===== config.mk =====
export PLATFORM = sky130hd
export DESIGN_NAME = stuff_codec
export DESIGN_NICKNAME = d
export VERILOG_FILES = /design/src/rtl/stuff_pkg.sv /design/src/rtl/stuff_map.sv /design/src/rtl/stuff_enc.sv /design/src/rtl/stuff_dec.sv /design/src/rtl/stuff_codec.sv
export SDC_FILE = /design/constraint.sdc
export NUM_CORES = 1
export LEC_CHECK = 0
export CORE_MARGIN = 2
export CORE_UTILIZATION = 53
export CTS_CLUSTER_SIZE = 40
export DETAILED_ROUTE_END_ITERATION = 12
export DONT_BUFFER_PORTS = 1
export PLACE_DENSITY = 0.71
export SETUP_SLACK_MARGIN = 0.2
export SLEW_MARGIN = 15
export SYNTH_ARGS = -nofsm -noshare
export SYNTH_HDL_FRONTEND = slang
export SYNTH_SLANG_ARGS = --single-unit

===== constraint.sdc =====
create_clock -name clk -period 1.8 [get_ports clk]
set_input_delay 0.09 -clock clk [delete_from_list [all_inputs] [get_ports clk]]
set_output_delay 0.09 -clock clk [all_outputs]
set_load 0.02 [all_outputs]

===== src/rtl/stuff_pkg.sv =====
package stuff_pkg;

   localparam int NUM_RSV = 3;

   typedef enum logic [1:0] {
      TX_IDLE = 2'd0,
      TX_BODY = 2'd1,
      TX_SUB  = 2'd2,
      TX_END  = 2'd3
   } tx_st_e;

   typedef enum logic [1:0] {
      RX_HUNT = 2'd0,
      RX_BODY = 2'd1,
      RX_ESC  = 2'd2
   } rx_st_e;

endpackage


===== src/rtl/stuff_map.sv =====
module stuff_map #(
   parameter int DATA_W = 8,
   parameter int LANES  = 3,
   parameter logic [LANES-1:0][DATA_W-1:0] RSV = '0,
   parameter logic [LANES-1:0][DATA_W-1:0] SUB = '0
) (
   input  logic [DATA_W-1:0] fwd_in,
   output logic              fwd_hit,
   output logic [DATA_W-1:0] fwd_sub,
   input  logic [DATA_W-1:0] rev_in,
   output logic              rev_hit,
   output logic [DATA_W-1:0] rev_raw
);

   logic [LANES-1:0] f_m;
   logic [LANES-1:0] r_m;

   for (genvar i = 0; i < LANES; i++) begin : g_lane
      assign f_m[i] = (fwd_in == RSV[i]);
      assign r_m[i] = (rev_in == SUB[i]);
   end

   assign fwd_hit = |f_m;
   assign rev_hit = |r_m;

   always_comb begin
      fwd_sub = '0;
      rev_raw = '0;
      for (int j = 0; j < LANES; j++) begin
         if (f_m[j]) fwd_sub = fwd_sub | SUB[j];
         if (r_m[j]) rev_raw = rev_raw | RSV[j];
      end
   end

endmodule


===== src/rtl/stuff_enc.sv =====
module stuff_enc
   import stuff_pkg::*;
#(
   parameter int DATA_W = 8,
   parameter logic [NUM_RSV-1:0][DATA_W-1:0] RSV = '0,
   parameter logic [NUM_RSV-1:0][DATA_W-1:0] SUB = '0
) (
   input  logic              clk,
   input  logic              rst_n,
   input  logic [DATA_W-1:0] in_data,
   input  logic              in_valid,
   input  logic              in_last,
   output logic              in_ready,
   output logic [DATA_W-1:0] out_data,
   output logic              out_valid,
   input  logic              out_ready
);

   localparam logic [DATA_W-1:0] SOF = RSV[0];
   localparam logic [DATA_W-1:0] EOF = RSV[1];
   localparam logic [DATA_W-1:0] ESC = RSV[2];

   tx_st_e            st, st_n;
   logic [DATA_W-1:0] sub_r, sub_n;
   logic              last_r, last_n;
   logic              hit;
   logic [DATA_W-1:0] hit_sub;
   logic              rev_unused_hit;
   logic [DATA_W-1:0] rev_unused_raw;

   stuff_map #(
      .DATA_W(DATA_W), .LANES(NUM_RSV), .RSV(RSV), .SUB(SUB)
   ) u_map (
      .fwd_in (in_data),
      .fwd_hit(hit),
      .fwd_sub(hit_sub),
      .rev_in ('0),
      .rev_hit(rev_unused_hit),
      .rev_raw(rev_unused_raw)
   );

   always_comb begin
      st_n      = st;
      sub_n     = sub_r;
      last_n    = last_r;
      out_valid = 1'b0;
      out_data  = in_data;
      in_ready  = 1'b0;
      unique case (st)
         TX_IDLE: begin
            out_data  = SOF;
            out_valid = in_valid;
            if (in_valid && out_ready) st_n = TX_BODY;
         end
         TX_BODY: begin
            out_valid = in_valid;
            in_ready  = out_ready;
            out_data  = hit ? ESC : in_data;
            if (in_valid && out_ready) begin
               if (hit) begin
                  st_n   = TX_SUB;
                  sub_n  = hit_sub;
                  last_n = in_last;
               end else if (in_last) begin
                  st_n = TX_END;
               end
            end
         end
         TX_SUB: begin
            out_data  = sub_r;
            out_valid = 1'b1;
            if (out_ready) st_n = last_r ? TX_END : TX_BODY;
         end
         TX_END: begin
            out_data  = EOF;
            out_valid = 1'b1;
            if (out_ready) st_n = TX_IDLE;
         end
         default: st_n = TX_IDLE;
      endcase
   end

   always_ff @(posedge clk or negedge rst_n) begin
      if (!rst_n) begin
         st     <= TX_IDLE;
         sub_r  <= '0;
         last_r <= 1'b0;
      end else begin
         st     <= st_n;
         sub_r  <= sub_n;
         last_r <= last_n;
      end
   end

endmodule


===== src/rtl/stuff_dec.sv =====
module stuff_dec
   import stuff_pkg::*;
#(
   parameter int DATA_W = 8,
   parameter logic [NUM_RSV-1:0][DATA_W-1:0] RSV = '0,
   parameter logic [NUM_RSV-1:0][DATA_W-1:0] SUB = '0
) (
   input  logic              clk,
   input  logic              rst_n,
   input  logic [DATA_W-1:0] in_data,
   input  logic              in_valid,
   output logic [DATA_W-1:0] out_data,
   output logic              out_valid,
   output logic              out_keep,
   output logic              out_last,
   output logic              out_err
);

   localparam logic [DATA_W-1:0] SOF = RSV[0];
   localparam logic [DATA_W-1:0] EOF = RSV[1];
   localparam logic [DATA_W-1:0] ESC = RSV[2];

   rx_st_e            st, st_n;
   logic              pend_v, pend_v_n;
   logic [DATA_W-1:0] pend_d, pend_d_n;
   logic              emit, emit_keep, emit_last, emit_err;
   logic              fwd_unused_hit;
   logic [DATA_W-1:0] fwd_unused_sub;
   logic              sub_ok;
   logic [DATA_W-1:0] sub_raw;

   stuff_map #(
      .DATA_W(DATA_W), .LANES(NUM_RSV), .RSV(RSV), .SUB(SUB)
   ) u_map (
      .fwd_in ('0),
      .fwd_hit(fwd_unused_hit),
      .fwd_sub(fwd_unused_sub),
      .rev_in (in_data),
      .rev_hit(sub_ok),
      .rev_raw(sub_raw)
   );

   always_comb begin
      st_n      = st;
      pend_v_n  = pend_v;
      pend_d_n  = pend_d;
      emit      = 1'b0;
      emit_keep = pend_v;
      emit_last = 1'b0;
      emit_err  = 1'b0;
      if (in_valid) begin
         if (in_data == SOF) begin
            if (st != RX_HUNT) begin
               emit      = 1'b1;
               emit_last = 1'b1;
               emit_err  = 1'b1;
            end
            pend_v_n = 1'b0;
            st_n     = RX_BODY;
         end else begin
            unique case (st)
               RX_HUNT: st_n = RX_HUNT;
               RX_BODY: begin
                  if (in_data == EOF) begin
                     emit      = 1'b1;
                     emit_last = 1'b1;
                     pend_v_n  = 1'b0;
                     st_n      = RX_HUNT;
                  end else if (in_data == ESC) begin
                     st_n = RX_ESC;
                  end else begin
                     emit     = pend_v;
                     pend_d_n = in_data;
                     pend_v_n = 1'b1;
                  end
               end
               RX_ESC: begin
                  if (sub_ok) begin
                     emit     = pend_v;
                     pend_d_n = sub_raw;
                     pend_v_n = 1'b1;
                     st_n     = RX_BODY;
                  end else begin
                     emit      = 1'b1;
                     emit_last = 1'b1;
                     emit_err  = 1'b1;
                     pend_v_n  = 1'b0;
                     st_n      = RX_HUNT;
                  end
               end
               default: st_n = RX_HUNT;
            endcase
         end
      end
   end

   always_ff @(posedge clk or negedge rst_n) begin
      if (!rst_n) begin
         st        <= RX_HUNT;
         pend_v    <= 1'b0;
         pend_d    <= '0;
         out_valid <= 1'b0;
         out_data  <= '0;
         out_keep  <= 1'b0;
         out_last  <= 1'b0;
         out_err   <= 1'b0;
      end else begin
         st        <= st_n;
         pend_v    <= pend_v_n;
         pend_d    <= pend_d_n;
         out_valid <= emit;
         if (emit) begin
            out_data <= emit_keep ? pend_d : '0;
            out_keep <= emit_keep;
            out_last <= emit_last;
            out_err  <= emit_err;
         end
      end
   end

endmodule


===== src/rtl/stuff_codec.sv =====
module stuff_codec
   import stuff_pkg::*;
#(
   parameter int               DATA_W   = 8,
   parameter logic [DATA_W-1:0] SOF_BYTE = 8'h01,
   parameter logic [DATA_W-1:0] EOF_BYTE = 8'h04,
   parameter logic [DATA_W-1:0] ESC_BYTE = 8'h1B,
   parameter logic [DATA_W-1:0] SUB_SOF  = 8'h78,
   parameter logic [DATA_W-1:0] SUB_EOF  = 8'h79,
   parameter logic [DATA_W-1:0] SUB_ESC  = 8'h7A
) (
   input  logic              clk,
   input  logic              rst_n,
   input  logic [DATA_W-1:0] tx_in_data,
   input  logic              tx_in_valid,
   input  logic              tx_in_last,
   output logic              tx_in_ready,
   output logic [DATA_W-1:0] tx_out_data,
   output logic              tx_out_valid,
   input  logic              tx_out_ready,
   input  logic [DATA_W-1:0] rx_in_data,
   input  logic              rx_in_valid,
   output logic [DATA_W-1:0] rx_out_data,
   output logic              rx_out_valid,
   output logic              rx_out_keep,
   output logic              rx_out_last,
   output logic              rx_out_err
);

   localparam logic [NUM_RSV-1:0][DATA_W-1:0] RSV_SET = {ESC_BYTE, EOF_BYTE, SOF_BYTE};
   localparam logic [NUM_RSV-1:0][DATA_W-1:0] SUB_SET = {SUB_ESC, SUB_EOF, SUB_SOF};

   if (DATA_W < 2) begin : g_bad_width
      $error("stuff_codec: DATA_W must be at least 2");
   end
   if (SOF_BYTE == EOF_BYTE || SOF_BYTE == ESC_BYTE || EOF_BYTE == ESC_BYTE) begin : g_bad_rsv
      $error("stuff_codec: reserved codes must differ");
   end
   if (SUB_SOF == SUB_EOF || SUB_SOF == SUB_ESC || SUB_EOF == SUB_ESC) begin : g_bad_sub
      $error("stuff_codec: substitute codes must differ");
   end
   for (genvar i = 0; i < NUM_RSV; i++) begin : g_chk_sub
      for (genvar j = 0; j < NUM_RSV; j++) begin : g_pair
         if (SUB_SET[i] == RSV_SET[j]) begin : g_clash
            $error("stuff_codec: a substitute code equals a reserved code");
         end
      end
   end

   stuff_enc #(
      .DATA_W(DATA_W), .RSV(RSV_SET), .SUB(SUB_SET)
   ) u_enc (
      .clk      (clk),
      .rst_n    (rst_n),
      .in_data  (tx_in_data),
      .in_valid (tx_in_valid),
      .in_last  (tx_in_last),
      .in_ready (tx_in_ready),
      .out_data (tx_out_data),
      .out_valid(tx_out_valid),
      .out_ready(tx_out_ready)
   );

   stuff_dec #(
      .DATA_W(DATA_W), .RSV(RSV_SET), .SUB(SUB_SET)
   ) u_dec (
      .clk      (clk),
      .rst_n    (rst_n),
      .in_data  (rx_in_data),
      .in_valid (rx_in_valid),
      .out_data (rx_out_data),
      .out_valid(rx_out_valid),
      .out_keep (rx_out_keep),
      .out_last (rx_out_last),
      .out_err  (rx_out_err)
   );

endmodule


Word level (Yosys, flattened, before mapping) --
Cells that the tools add are included.
Operators by class: equality and inequality tests 24, mux-type cells 48, bitwise logic cells 1, reduce and logical (&&, ||, !) cells 14
Operator list (count):
- two-way mux 8 bit | 5
- case mux 8 bit (4 select lines) | 1
- equality test 8 x 7 -> 1 bit, second input constant | 3
- two-way mux 7 bit | 3
- two-way mux 1 bit | 20
- two-way mux 2 bit | 10
- equality test 8 x 1 -> 1 bit, second input constant | 2
- equality test 8 x 3 -> 1 bit, second input constant | 2
- equality test 8 x 5 -> 1 bit, second input constant | 2
- case mux 8 bit (2 select lines) | 1
- != test 2 bit, second input constant | 4
- case mux 1 bit (2 select lines) | 4
- case mux 2 bit (4 select lines) | 1
- equality test 2 bit, second input constant | 3
- != test 2 x 1 -> 1 bit, second input constant | 3
- AND reduction 3 bit | 2
- AND reduction 6 bit | 1
- OR reduction 3 bit | 2
- two-way mux 5 bit | 1
- AND reduction 5 bit | 1
- equality test 2 x 1 -> 1 bit, second input constant | 2
- != test 4 x 1 -> 1 bit, second input constant | 1
- != test 4 x 2 -> 1 bit, second input constant | 1
- case mux 2 bit (2 select lines) | 1
- 9 further kinds | 11
Word-level totals: flip-flop bits (word level) 34, input bits 22, output and inout bits 22, word-level logic and storage cells 98

Longest topological paths before layout --
word-level depth 6, gate-level depth with buffers 7, gate-level depth less buffers 7

By module --
A second synthesis with hierarchy kept.
Unflattened totals: cell total of the unflattened synthesis 238, area, all modules 2284.7 sq um
By module, submodules not included:
- stuff_dec | instances 1, cells each 122, area each 1291.2 sq um, sequential area each 575.6 sq um
- stuff_enc | instances 1, cells each 60, area each 620.6 sq um, sequential area each 275.3 sq um
- stuff_map | instances 2, cells each 28, area each 186.4 sq um, sequential area each 0.0 sq um

Worst setup path before layout --
Ideal clock, no wire load.
kind reg-to-reg, from register u_dec.st[0], to register u_dec.pend_d[5], arrival time 1816 ps, setup slack -141 ps, cell stages (with the launch flop) 6, cell sequence dfrtp_1 inv_1 ha_1 dlygate4sd3_1 and2b_1 mux2_4
Between the ends: word-level cells in the longest chain between the ends 3, elaborated cells on any way between the ends 8
RTL lines:
- start: declaration | RTL line stuff_dec.sv:23 | rx_st_e st, st_n;
- start signal: assignment | RTL line stuff_dec.sv:108 | st <= st_n;
- equality test 2 bit or equality test 2 x 1 -> 1 bit (tied branches) | RTL line stuff_dec.sv:61 | unique case (st)
- != test 2 x 1 -> 1 bit (no line) (tied with other cells)
- AND reduction 6 bit (no line)
- end signal: assignment | RTL line stuff_dec.sv:110 | pend_d <= pend_d_n;
- end: declaration | RTL line stuff_dec.sv:25 | logic [DATA_W-1:0] pend_d, pend_d_n;
Parallel ways exist; a longest one is shown, timed or not. A chain may end at the register's enable or synchronous reset.

Worst setup path in the final report --
from register u_dec.st[0], to register u_dec.pend_d[0]
The elaborated chain is that of the path after synthesis.

==> metrics.cfg <==
[sta]
setup_viol=0
period_needed_ns=1.668
setup_tns_ns=0
maxSlewHeadroom_pct=59.97
drv_slew=0
hold_slack_ns=0.02514
period_share_pct=92.65
layout_setup_ws_ns=0.1324
fmax_ghz=0.5997
clock_skew_ns=0.01472
rsz0062_at_grt=true
hold_viol=0
worst_pin_slew_ns=0.5921

[clock_network]
cts_sinks=29
cts_root_buf=clkbuf_4
cts_tree=done
htree_levels=2
path_clk_slew_ns=0.11
numCtsBuffers=5
clock_latency_ns=0.34
clk_path_buf_depth=2

[worst_setup_path]
r2r_slack_ns=0.13
reg2reg_from=u_dec.st[0]
cp_max_fo=8
cp_top_family=simple AND/OR/NAND/NOR gates
crit_chain=inv_2, ha_2, o31a_2, nor2_4, and4b_4, mux2_4
path_class=reg -> reg
path_buf_inv=1
worst_ep_arrival_time_ns=1.90
r2r_end=u_dec.pend_d[0]
ff2ff_path_depth=6
start_kind=flop
cp_data_required_time_ns=2.03
slowest_stage=dfrtp_1
slowest_delay_ns=0.40
endpoint_kind=flop

[routing]
dr_total_vias=1493
drc_errors=0
drt-pass1-iter-count=4
viasPerCell=5.855
drtIter0Drc=145
wl_microns=4057
ant_nets=0
wl_per_cell_microns=15.91

[place]
postPlaceCellArea_sq_um=1864
hpwl_microns=2882
port_buffers=0
pre_cts_ws_ns=-0.04593
gp_routability_congestion=0.9200

[pwr]
swShare_pct=26.84
power_frac_seq_pct=46.9
total_power_w=0.001495
comb_power_share_pct=14.3
power.internal_w=0.001094
power_switching_w=0.0004013
p_clk_share_pct=38.7
power_leakage_nw=0.9114
ir_worst_vdd_mv=0.4491
power_density_nw_per_um2=703.0

[worst_hold_path]
holdPathStages=2
hold_path_class=in -> reg
min-delay-start=rx_in_valid
hold_end=u_dec.st[1]

[yosys]
netlist_area_sq_um=1750
syn-num-nets=208
ys_warn_count=0
async_flop_share_pct=100.0
synth_seq_cells=29
synthCells=183
synthDistinctLibCells=48
synthFlopType=dfrtp_1
yosysSeqAreaShare_pct=41.46
syn_avg_cell_area_sq_um=9.565
synth_edf_count=0

[die]
dieHeight_microns=61.47
start_util_pct=56.41
ios=44
die_w_microns=61.47
core_region_area_sq_um=3103
row_count=20
die-area_sq_um=3779

[layout]
nNetsFinal=235
syn_to_final_growth_pct=21.52
antenna_cells=0
design_area_sq_um=2127
final_cell_mix=nand2_1 (29), dfrtp_1 (28), o21ai_0 (16), inv_1 (13), buf_4 (10)
layout-drive-gt1-share_pct=27.96
fillers=261
mostFrequentLayoutCell=nand2_1

[run_status]
status=finished, final reports clean

[global_routing]
grt_usage_pct=22.60
grt_antenna_before_repair=0
grt_pass1_vias=1412
grt_pass1_wl_microns=6223
grt_max_degree=30
overflow=0

[job]
maxCapViolCount=0

[cells in the mapped netlist (all sizes together) (3+ instances only)]
master  count  area [sq um]
mux2       12         165.2
nor2        7         31.28
nand3       4         20.02
and2b       3         23.77
o21ai      21         105.1
ha          3         37.54
nor2b       5         31.28
nand2      29         108.9
dfrtp      29         725.7
or4         3         26.27
a21oi       5         36.29
o211ai      4         35.03
nor4        4         31.28
inv        17         63.81
and2        4         25.02
[power groups by stage]
| stage | sequential [W] | clock [W] | combinational, W |
|---|---|---|---|
| final | 0.000702 | 0.000579 | 0.000214 |
| after global routing | 0.000706 | 0.000633 | 0.000232 |
| after CTS | 0.000700 | 0.000592 | 0.000207 |
| after detailed placement | 0.000713 | 0 | 0.000179 |
| after global placement | 0.000712 | 0 | 0.000173 |
| after floorplan | 0.000706 | 0 | 0.000150 |
[through the flow]
step           utilization, %  instances
2_1_floorplan               -        183
3_3_place_gp            60.08        235
3_5_place_dp            60.08        235
4_1_cts                 67.46        252
5_1_grt                 68.55        255
6_report                68.55        255
[metal layers]
layer  part of all wire, %  vias to the layer above  track usage (%)
li1                      -                      709                -
met1                    44                      714            27.40
met2                    48                       63            38.75
met3                   7.1                        7            7.143
met4                   1.2                        0            6.383
met5                     0                        -                0
[kinds of logic after synthesis]
group | synth area share (%)
and+or+nand+nor | 23.02
muxes | 10.01
xor gates and xnor gates | 0.5004
buffers and inverters | 4.861
adders and majority gates | 2.145
DFF | 41.46
AOI/OAI and AO/OA | 18.01
[flip-flops by register name (all words and copies together), names as in the netlist]
signal and cells:
u_dec.pend_d 8, u_dec.out_valid 1, u_dec.st 2, u_enc.last_r 1, u_dec.out_err 1, u_enc.st 2, u_dec.out_data 8, u_enc.sub_r 3
u_dec.out_keep 1, u_dec.out_last 1, u_dec.emit_keep 1
[area by class of cell]
| cell class | instances | area, sq um | share of cell area (%) |
|---|---|---|---|
| multi-input combinational | 135 | 982.2 | 46.18 |
| sequential | 29 | 726.9 | 34.18 |
| timing repair buffer | 22 | 210.2 | 9.882 |
| inverter | 17 | 63.81 | 3.000 |
| tap | 44 | 55.05 | 2.588 |
| clock buffer | 6 | 51.30 | 2.412 |
| clock inverter | 2 | 37.54 | 1.765 |
[timing repair]
item                                   in CTS  in global routing
gates cloned                                1                  0
endpoints found under the hold margin      32                  2
buffers inserted                            2                  1
hold buffers                                6                  2
resized for setup                          15                  7
pin swaps                                   2                  1
setup endpoints to repair                  21                 23
[worst max-delay path by stage]
| stage | startpoint | endpoint | slack [ns] | cells past startpoint |
|---|---|---|---|---|
| after global placement | rx_in_data[1] | u_dec.pend_d[1] | -0.02 | 5 |
| after detailed placement | u_dec.st[0] | u_dec.pend_d[0] | -0.05 | 6 |
| after global routing | u_dec.st[1] | u_dec.out_data[1] | 0.08 | 7 |
| final | u_dec.st[0] | u_dec.pend_d[0] | 0.13 | 6 |
| after CTS | u_dec.st[0] | u_dec.pend_d[0] | 0.13 | 6 |
| after floorplan | rx_in_data[7] | u_dec.pend_d[0] | 0.11 | 6 |
(Power assumes the default switching activity.)
